==> config.mk <==
export PLATFORM = sky130hd
export DESIGN_NAME = mw_serial_eeprom
export DESIGN_NICKNAME = d
export VERILOG_FILES = /design/src/rtl/mw_pkg.sv /design/src/rtl/mw_pin_front.sv /design/src/rtl/mw_prog_timer.sv /design/src/rtl/mw_word_array.sv /design/src/rtl/mw_cmd_engine.sv /design/src/rtl/mw_serial_eeprom.sv
export SDC_FILE = /design/constraint.sdc
export NUM_CORES = 1
export LEC_CHECK = 0
export BUFFER_PORTS_ARGS = -buffer_cell sky130_fd_sc_hd__buf_2
export CORE_ASPECT_RATIO = 0.75
export CORE_MARGIN = 2
export CORE_UTILIZATION = 60
export DETAILED_ROUTE_END_ITERATION = 10
export MAX_ROUTING_LAYER = met4
export PLACE_DENSITY = 0.74
export SETUP_SLACK_MARGIN = 0.05
export SYNTH_ARGS = -nofsm -noshare
export SYNTH_HDL_FRONTEND = slang
export SYNTH_SLANG_ARGS = --single-unit
==> constraint.sdc <==
create_clock -name clk -period 7.5 [get_ports clk]
set_clock_uncertainty 0.15 [all_clocks]
set_input_delay 1.5 -clock clk [delete_from_list [all_inputs] [get_ports clk]]
set_output_delay 1.5 -clock clk [all_outputs]
set_load 0.05 [all_outputs]
==> src/rtl/mw_pkg.sv <==
package mw_pkg;

  // Operations armed by a complete frame and executed on chip-select fall
  typedef enum logic [2:0] {
    CMD_WORD_WR  = 3'd0,
    CMD_FILL     = 3'd1,
    CMD_WORD_CLR = 3'd2,
    CMD_ALL_CLR  = 3'd3,
    CMD_UNLOCK   = 3'd4,
    CMD_LOCK     = 3'd5
  } mw_cmd_e;

  typedef enum logic [2:0] {
    ST_IDLE  = 3'd0,
    ST_HDR   = 3'd1,
    ST_DATA  = 3'd2,
    ST_READ  = 3'd3,
    ST_ARMED = 3'd4,
    ST_SKIP  = 3'd5
  } mw_state_e;

  // Opcode field values (frame bits right after the start bit)
  localparam logic [1:0] OPC_READ  = 2'b10;
  localparam logic [1:0] OPC_WRITE = 2'b01;
  localparam logic [1:0] OPC_ERASE = 2'b11;
  localparam logic [1:0] OPC_EXT   = 2'b00;

  // Extended group selector (two top address bits)
  localparam logic [1:0] EXT_UNLOCK = 2'b11;
  localparam logic [1:0] EXT_LOCK   = 2'b00;
  localparam logic [1:0] EXT_FILL   = 2'b01;
  localparam logic [1:0] EXT_ALLCLR = 2'b10;

endpackage

==> src/rtl/mw_pin_front.sv <==
module mw_pin_front (
  input  logic clk,
  input  logic rst_n,
  input  logic cs_i,
  input  logic sk_i,
  output logic rst_sync_n,
  output logic cs_q,
  output logic sk_rise,
  output logic cs_fall
);

  logic [1:0] rst_pipe_q;
  logic       sk_q;

  // asynchronous assert, synchronous release
  always_ff @(posedge clk or negedge rst_n) begin
    if (!rst_n) rst_pipe_q <= 2'b00;
    else        rst_pipe_q <= {rst_pipe_q[0], 1'b1};
  end

  assign rst_sync_n = rst_pipe_q[1];

  always_ff @(posedge clk or negedge rst_sync_n) begin
    if (!rst_sync_n) begin
      cs_q <= 1'b0;
      sk_q <= 1'b0;
    end else begin
      cs_q <= cs_i;
      sk_q <= sk_i;
    end
  end

  assign sk_rise = sk_i & ~sk_q;
  assign cs_fall = cs_q & ~cs_i;

endmodule

==> src/rtl/mw_prog_timer.sv <==
module mw_prog_timer #(
  parameter int PROG_CYCLES = 2000
) (
  input  logic clk,
  input  logic rst_n,
  input  logic start,
  output logic busy
);

  localparam int TW = $clog2(PROG_CYCLES + 1);

  logic [TW-1:0] cnt_q, cnt_n;

  always_comb begin
    cnt_n = cnt_q;
    if (start)              cnt_n = TW'(PROG_CYCLES);
    else if (cnt_q != '0)   cnt_n = cnt_q - TW'(1);
  end

  always_ff @(posedge clk or negedge rst_n) begin
    if (!rst_n) cnt_q <= '0;
    else        cnt_q <= cnt_n;
  end

  assign busy = (cnt_q != '0);

  // a launch never overlaps a running interval
  a_r10_start_when_idle: assert property (@(posedge clk) disable iff (!rst_n)
    start |-> (cnt_q == '0));

  // the interval counts down one per clock
  a_r10_count_down: assert property (@(posedge clk) disable iff (!rst_n)
    (busy && !start) |=> (cnt_q == $past(cnt_q) - TW'(1)));

endmodule

==> src/rtl/mw_word_array.sv <==
module mw_word_array
  import mw_pkg::*;
#(
  parameter int ADDR_W = 6,
  parameter int DATA_W = 16
) (
  input  logic              clk,
  input  logic              rst_n,
  input  logic              go,
  input  mw_cmd_e           cmd,
  input  logic [ADDR_W-1:0] addr,
  input  logic [DATA_W-1:0] data,
  input  logic [ADDR_W-1:0] rd_addr,
  output logic [DATA_W-1:0] rd_data
);

  localparam int WORDS = 1 << ADDR_W;

  logic [DATA_W-1:0] mem [WORDS];
  logic [DATA_W-1:0] wr_val;
  logic              bulk_op;
  logic              word_op;

  assign bulk_op = (cmd == CMD_FILL) || (cmd == CMD_ALL_CLR);
  assign word_op = (cmd == CMD_WORD_WR) || (cmd == CMD_WORD_CLR);
  assign wr_val  = ((cmd == CMD_WORD_WR) || (cmd == CMD_FILL)) ? data : '1;

  for (genvar w = 0; w < WORDS; w++) begin : g_word
    logic wr_en;
    assign wr_en = go && (bulk_op || (word_op && (addr == ADDR_W'(w))));
    // contents persist across reset, as the storage is meant to be non-volatile
    always_ff @(posedge clk) begin
      if (wr_en) mem[w] <= wr_val;
    end
  end

  assign rd_data = mem[rd_addr];

  // erase-all leaves the first and last word all ones
  a_r7_all_clear: assert property (@(posedge clk) disable iff (!rst_n)
    (go && cmd == CMD_ALL_CLR) |=> ((mem[0] == '1) && (mem[WORDS-1] == '1)));

  // fill-all loads the first word with the pattern
  a_r5_fill_first: assert property (@(posedge clk) disable iff (!rst_n)
    (go && cmd == CMD_FILL) |=> (mem[0] == $past(data)));

endmodule

==> src/rtl/mw_cmd_engine.sv <==
module mw_cmd_engine
  import mw_pkg::*;
#(
  parameter int ADDR_W = 6,
  parameter int DATA_W = 16
) (
  input  logic              clk,
  input  logic              rst_n,
  input  logic              cs,
  input  logic              di,
  input  logic              sk_rise,
  input  logic              cs_fall,
  input  logic              busy,
  input  logic [DATA_W-1:0] rd_data,
  output logic [ADDR_W-1:0] rd_addr,
  output logic              prog_go,
  output mw_cmd_e           prog_cmd,
  output logic [ADDR_W-1:0] prog_addr,
  output logic [DATA_W-1:0] prog_data,
  output logic              status_on,
  output logic              rd_bit
);

  localparam int HDR_W = 2 + ADDR_W;
  localparam int CNT_W = $clog2((DATA_W > HDR_W) ? DATA_W : HDR_W);
  localparam logic [CNT_W-1:0] LAST_HDR  = CNT_W'(HDR_W - 1);
  localparam logic [CNT_W-1:0] LAST_DATA = CNT_W'(DATA_W - 1);

  mw_state_e         state_q, state_n;
  logic [CNT_W-1:0]  cnt_q, cnt_n;
  logic [HDR_W-2:0]  hdr_q, hdr_n;
  logic [DATA_W-1:0] data_q, data_n;
  logic [ADDR_W-1:0] addr_q, addr_n;
  mw_cmd_e           cmd_q, cmd_n;
  logic [DATA_W:0]   rd_q, rd_n;
  logic              wen_q, wen_n;
  logic              flag_q, flag_n;
  logic [HDR_W-1:0]  frame;
  logic [1:0]        opc;
  logic [1:0]        ext;

  assign frame   = {hdr_q, di};
  assign opc     = frame[HDR_W-1 -: 2];
  assign ext     = frame[ADDR_W-1 -: 2];
  assign rd_addr = frame[ADDR_W-1:0];

  always_comb begin
    state_n = state_q;
    cnt_n   = cnt_q;
    hdr_n   = hdr_q;
    data_n  = data_q;
    addr_n  = addr_q;
    cmd_n   = cmd_q;
    rd_n    = rd_q;
    wen_n   = wen_q;
    flag_n  = flag_q;
    prog_go = 1'b0;

    if (!cs) begin
      state_n = ST_IDLE;
      rd_n    = '0;
      if (cs_fall && state_q == ST_ARMED) begin
        case (cmd_q)
          CMD_UNLOCK: wen_n = 1'b1;
          CMD_LOCK:   wen_n = 1'b0;
          default: begin
            if (wen_q && !busy) begin
              prog_go = 1'b1;
              flag_n  = 1'b1;
            end
          end
        endcase
      end
    end else if (sk_rise) begin
      case (state_q)
        ST_IDLE: begin
          if (di) begin
            flag_n  = 1'b0;
            cnt_n   = '0;
            state_n = busy ? ST_SKIP : ST_HDR;
          end
        end
        ST_HDR: begin
          hdr_n = frame[HDR_W-2:0];
          cnt_n = cnt_q + CNT_W'(1);
          if (cnt_q == LAST_HDR) begin
            cnt_n  = '0;
            addr_n = frame[ADDR_W-1:0];
            case (opc)
              OPC_READ: begin
                rd_n    = {1'b0, rd_data};
                state_n = ST_READ;
              end
              OPC_WRITE: begin
                cmd_n   = CMD_WORD_WR;
                state_n = ST_DATA;
              end
              OPC_ERASE: begin
                cmd_n   = CMD_WORD_CLR;
                state_n = ST_ARMED;
              end
              default: begin
                case (ext)
                  EXT_UNLOCK: begin cmd_n = CMD_UNLOCK;  state_n = ST_ARMED; end
                  EXT_LOCK:   begin cmd_n = CMD_LOCK;    state_n = ST_ARMED; end
                  EXT_FILL:   begin cmd_n = CMD_FILL;    state_n = ST_DATA;  end
                  default:    begin cmd_n = CMD_ALL_CLR; state_n = ST_ARMED; end
                endcase
              end
            endcase
          end
        end
        ST_DATA: begin
          data_n = {data_q[DATA_W-2:0], di};
          cnt_n  = cnt_q + CNT_W'(1);
          if (cnt_q == LAST_DATA) begin
            cnt_n   = '0;
            state_n = ST_ARMED;
          end
        end
        ST_READ: rd_n = {rd_q[DATA_W-1:0], 1'b0};
        default: ;
      endcase
    end
  end

  always_ff @(posedge clk or negedge rst_n) begin
    if (!rst_n) begin
      state_q <= ST_IDLE;
      cnt_q   <= '0;
      hdr_q   <= '0;
      data_q  <= '0;
      addr_q  <= '0;
      cmd_q   <= CMD_LOCK;
      rd_q    <= '0;
      wen_q   <= 1'b0;
      flag_q  <= 1'b0;
    end else begin
      state_q <= state_n;
      cnt_q   <= cnt_n;
      hdr_q   <= hdr_n;
      data_q  <= data_n;
      addr_q  <= addr_n;
      cmd_q   <= cmd_n;
      rd_q    <= rd_n;
      wen_q   <= wen_n;
      flag_q  <= flag_n;
    end
  end

  assign prog_cmd  = cmd_q;
  assign prog_addr = addr_q;
  assign prog_data = data_q;
  assign status_on = flag_q;
  assign rd_bit    = rd_q[DATA_W];

  // nothing is launched with the enable latch clear
  a_r8_launch_needs_enable: assert property (@(posedge clk) disable iff (!rst_n)
    prog_go |-> wen_q);

  // start bit with status shown clears the status
  a_r11_status_clear: assert property (@(posedge clk) disable iff (!rst_n)
    (cs && di && sk_rise && flag_q) |=> !flag_q);

  // a start bit during programming is swallowed
  a_r12_skip_while_busy: assert property (@(posedge clk) disable iff (!rst_n)
    (state_q == ST_IDLE && cs && di && sk_rise && busy) |=> (state_q == ST_SKIP));

  // read data advances one bit per serial-clock edge
  a_r3_read_shift: assert property (@(posedge clk) disable iff (!rst_n)
    (state_q == ST_READ && cs && sk_rise) |=> (rd_q[DATA_W] == $past(rd_q[DATA_W-1])));

endmodule

==> src/rtl/mw_serial_eeprom.sv <==
module mw_serial_eeprom
  import mw_pkg::*;
#(
  parameter int ADDR_W      = 6,
  parameter int DATA_W      = 16,
  parameter int PROG_CYCLES = 2000
) (
  input  logic clk,
  input  logic rst_n,
  input  logic cs_i,
  input  logic sk_i,
  input  logic di_i,
  output logic do_o,
  output logic do_oe_o
);

  logic              rst_sync_n;
  logic              cs_q;
  logic              sk_rise;
  logic              cs_fall;
  logic              busy;
  logic              prog_go;
  mw_cmd_e           prog_cmd;
  logic [ADDR_W-1:0] prog_addr;
  logic [DATA_W-1:0] prog_data;
  logic [ADDR_W-1:0] rd_addr;
  logic [DATA_W-1:0] rd_data;
  logic              status_on;
  logic              rd_bit;

  mw_pin_front u_front (
    .clk        (clk),
    .rst_n      (rst_n),
    .cs_i       (cs_i),
    .sk_i       (sk_i),
    .rst_sync_n (rst_sync_n),
    .cs_q       (cs_q),
    .sk_rise    (sk_rise),
    .cs_fall    (cs_fall)
  );

  mw_cmd_engine #(.ADDR_W(ADDR_W), .DATA_W(DATA_W)) u_engine (
    .clk       (clk),
    .rst_n     (rst_sync_n),
    .cs        (cs_i),
    .di        (di_i),
    .sk_rise   (sk_rise),
    .cs_fall   (cs_fall),
    .busy      (busy),
    .rd_data   (rd_data),
    .rd_addr   (rd_addr),
    .prog_go   (prog_go),
    .prog_cmd  (prog_cmd),
    .prog_addr (prog_addr),
    .prog_data (prog_data),
    .status_on (status_on),
    .rd_bit    (rd_bit)
  );

  mw_prog_timer #(.PROG_CYCLES(PROG_CYCLES)) u_timer (
    .clk   (clk),
    .rst_n (rst_sync_n),
    .start (prog_go),
    .busy  (busy)
  );

  mw_word_array #(.ADDR_W(ADDR_W), .DATA_W(DATA_W)) u_array (
    .clk     (clk),
    .rst_n   (rst_sync_n),
    .go      (prog_go),
    .cmd     (prog_cmd),
    .addr    (prog_addr),
    .data    (prog_data),
    .rd_addr (rd_addr),
    .rd_data (rd_data)
  );

  assign do_oe_o = cs_q;
  assign do_o    = do_oe_o & (status_on ? ~busy : rd_bit);

  // output released one clock after deselect
  a_r13_oe_off: assert property (@(posedge clk) disable iff (!rst_sync_n)
    !cs_i |=> !do_oe_o);

  // launches coincide with a chip-select fall at the pins
  a_r9_launch_on_deselect: assert property (@(posedge clk) disable iff (!rst_sync_n)
    prog_go |-> (!cs_i && $past(cs_i)));

endmodule

==> metrics.md <==
| Metric | Value |
|---|---|
| Outcome | complete, no violations |
| R2R depth | 5 |
| Crit path required time | just under 6 ns |
| Post-CTS setup buffers | 0 |
| Slew Viols, Final | 0 |
| Mean Syn Cell Area | around 21 µm² |
| Total clock sinks | around 1.1k |
| Post_cts resized | 0 |
| Placed cell areas | between 40000 and 50000 µm² |
| Count of final hold-check violations | 0 |
| Cts-stage hold buffer count | 0 |
| Cell count of the worst hold path | 0 |
| Largest net degree at the start of global routing | about 130 |
| Vias | around 21k |
| Routed Antenna Nets | 0 |
| Leakage | between 10 and 15 nW |
| Largest cells by area after synthesis | edfxtp_1 71%, mux4_2 15%, dfrtp_1 4.1% |
| Clock Latency Late Sink | ~0.67 ns |
| First-pass GRT wire length | ~150000 µm |
| Total GRT Usage | 28.62% |
| Register area share after synthesis | between 70 and 80% |
| Cell Area, Synth | 43020 µm² |
| DRC viols | 0 |
| Fin nets | around 2.1k |
| Arr. time, crit path | approximately 2.8 ns |
| CTS tree | yes |
| Die Y | 235.9 µm |
| Hold Path Class | reg2reg |
| Worst path bufs/invs | 3 |
| Power Density | between 200 and 250 nW/µm² |
| Max-cap violations | 0 |
| Die area | 73880 µm² |
| Final WL | ~100000 µm |
| Post-route cell area | 47690 µm² |
| GRT overflow | 0 |
| Clock transition at the registers of the reported paths | 0.06 ns |
| Layout area overhead | 10.85% |
| Initial antenna violation count | 3 |
| Warnings, synthesis | 0 |
| R2R setup slack | between 3 and 4 ns |
| IO Pins | 7 |
| Net Count, Synth | between 2k and 2.5k |
| Initial Utilization | between 60 and 70% |
| Reg2reg end | u_engine.rd_q[5] |
| CTS H-tree depth | 3 |
| Yosys top cell area share | slightly above 70% |
| Port-buffer cells | 6 |
| Fill count | 4301 |
| RSZ-0062 raised after global routing | false |
| Slew headroom | 12.20% |
| Tmin final | roughly 4.5 ns |
| Yosys reg bits | roughly 1.1k |
| Final worst-path cycle share | around three fifths |
| Leading area contributor after synthesis | edfxtp_1 |
| Syn Inst Count | ~2.0k |
| Fraction of registers with async set/reset | under 10% |
| Proportion of layout cells with a drive suffix above 1 | approximately 28% |
| Vias in the first global route | about 21k |
| Top_reg_cell synth | edfxtp_1 |
| CP Capture Type | primary output |
| CP peak stage delay | about 0.63 ns |
| TNS Setup | 0 ns |
| Clock Path Buffers | 3 |
| Die X | between 300 and 400 µm |
| Reg2reg start | u_engine.hdr_q[0] |
| Post-DR vias/cell | 6.823 |
| DP Wirelength | around 56000 µm |
| Critical path peak fanout | 12 |
| Post-synth EDFFs | slightly above 1k |
| Final setup viols | 0 |
| Clock Tree Root | clkbuf_16 |
| Top Family by Delay on Critical Path | simple AND/OR/NAND/NOR gates |
| Wirelength per Cell | 31.85 µm |
| First DRT Iteration DRCs | approximately 3.4k |
| FP Rows | 84 |
| DRT Pass-1 Iters | 7 |
| Worst setup SP type | flop |
| Core box area | between 70000 and 80000 µm² |
| Worst Hold Path EP | u_front.rst_pipe_q[1] |
| Worst Tran Pin Value | 1.314 ns |
| Critical-path top delay cell | or4b_2 |
| Maximum VDD drop | about 0.18 mV |
| Setup CP Type | reg2out |
| Gpl congestion | 0.8501 |
| Crit path cell chain | inv_1 -> ha_1 -> or4b_2 -> nor4_2 -> buf_4 -> mux2i_1 -> nor2b_1 -> buf_2 |
| Unique cell type count in the Yosys netlist | 56 |
| Cts bufs inserted | a little under 100 |
| Hold path startpoint | u_front.rst_pipe_q[0] |
| Power, Total | between 10 and 15 mW |
| Achievable clock frequency | approximately 220 MHz |
-- through the flow --
stage	instances	setup WS (ns)	hold WS, ns	utilization (%)
floorplan	2036	3.325	0.1812	-
global placement	2956	2.551	0.1929	63.11
detailed placement	2956	2.559	0.1951	63.11
CTS	3136	2.961	0.2087	67.60
global route	3138	2.841	0.2212	67.62
finish	3138	3.028	0.2037	67.62
-- kinds of logic (layout without fill, tap and decap cells) --
| group | Yosys count | in the layout | share of synthesized area (%) |
|---|---|---|---|
| DFF | 1097 | 1097 | 75.73 |
| adders and majority gates | 9 | 9 | 0.2618 |
| muxes | 364 | 364 | 16.91 |
| xor gates and xnor gates | 9 | 9 | 0.1833 |
| buffers and inverters | 134 | 288 | 1.396 |
| other | 1 | 3 | 0.008717 |
| and+or+nand+nor | 204 | 204 | 2.330 |
| AOI/OAI and AO/OA | 218 | 218 | 3.179 |
-- power breakdown --
part	leakage [nW]	switching, mW	internal [mW]	total (mW)
clock network	1.54	2.16	2.84	5.00
logic	2.76	0.165	0.109	0.274
registers	6.65	0.0130	6.59	6.61
-- worst max path at each step --
| stage | slack (ns) | endpoint | start | cells after the start |
|---|---|---|---|---|
| floorplan | 3.32 | do_o | u_timer.cnt_q[0] | 7 |
| global placement | 2.55 | u_engine.rd_q[5] | di_i | 6 |
| detailed placement | 2.56 | u_engine.rd_q[5] | di_i | 6 |
| CTS | 2.96 | do_o | u_timer.cnt_q[0] | 8 |
| global route | 2.84 | do_o | u_timer.cnt_q[0] | 8 |
| finish | 3.03 | do_o | u_timer.cnt_q[0] | 8 |
-- synthesized netlist by cell type (all sizes together), types with 4 or more instances --
master,number
mux2,51
dfrtp,71
or3,19
a21oi,96
o22ai,7
o211ai,11
buf,63
edfxtp,1024
ha,9
or4,4
a221o,5
xnor2,6
o21ai,23
a22oi,45
nor4,9
clkbuf,58
nand2b,12
mux4,285
inv,13
o31ai,4
nand2,28
nand3b,4
o2111ai,4
mux2i,28
nor2b,5
nor2,87
o21a,6
nand3,11
nor3,11
-- sequential cells by signal (all words and copies together) (netlist names) --
register	flops
u_engine.prog_addr	6
u_engine.prog_data	16
u_engine.status_on	1
u_engine.hdr_q	7
u_timer.cnt_q	11
u_front.sk_q	1
u_engine.rd_q	17
u_array.mem	1024
u_front.rst_pipe_q	2
u_engine.prog_cmd	3
u_engine.wen_q	1
u_engine.cnt_q	4
u_front.cs_q	1
u_engine.state_q	3
-- cell usage in the layout, fill, tap and decap left out, types with 4 or more instances in the layout --
| master | instances |
|---|---|
| buf_12 | 4 |
| o21ai_0 | 20 |
| mux2_2 | 51 |
| nor2_2 | 7 |
| clkinv_1 | 15 |
| inv_1 | 12 |
| mux4_2 | 285 |
| nand2b_1 | 12 |
| mux2i_1 | 28 |
| buf_2 | 5 |
| o211ai_1 | 11 |
| o31ai_1 | 4 |
| o21a_1 | 6 |
| nor4_1 | 7 |
| buf_4 | 85 |
| dfrtp_1 | 68 |
| nand3b_1 | 4 |
| a22oi_1 | 45 |
| clkinv_2 | 14 |
| a21oi_1 | 96 |
| or4_1 | 4 |
| ha_1 | 9 |
| bufinv_16 | 11 |
| or3_2 | 16 |
| xnor2_1 | 6 |
| clkbuf_16 | 99 |
| nor3_1 | 11 |
| clkbuf_1 | 30 |
| o22ai_1 | 7 |
| nor2_1 | 80 |
| nand2_1 | 28 |
| edfxtp_1 | 1024 |
| a221o_1 | 5 |
| nand3_1 | 11 |
-- layout make-up --
type	instances	area [µm²]	share of cell area, %
antenna	2	5.005	0.01050
clock buffer	133	2633	5.520
clock inverter	47	530.5	1.112
inverter	13	51.30	0.1076
multi-input combinational	805	9941	20.85
sequential	1097	32590	68.33
tap	946	1184	2.482
timing repair buffer	95	758.2	1.590
-- metal layers --
| metal | routed length (µm) | vias up | GRT usage (%) | part of all wire [%] |
|---|---|---|---|---|
| met5 | 0 | - | - | 0 |
| met4 | 2500 | 0 | 6.699 | 2.5 |
| met3 | 10430 | 175 | 6.260 | 10 |
| met2 | 46520 | 1216 | 41.77 | 47 |
| met1 | 40500 | 11370 | 42.25 | 41 |
| li1 | - | 8653 | - | - |
Power figures use the tool's default switching activity.
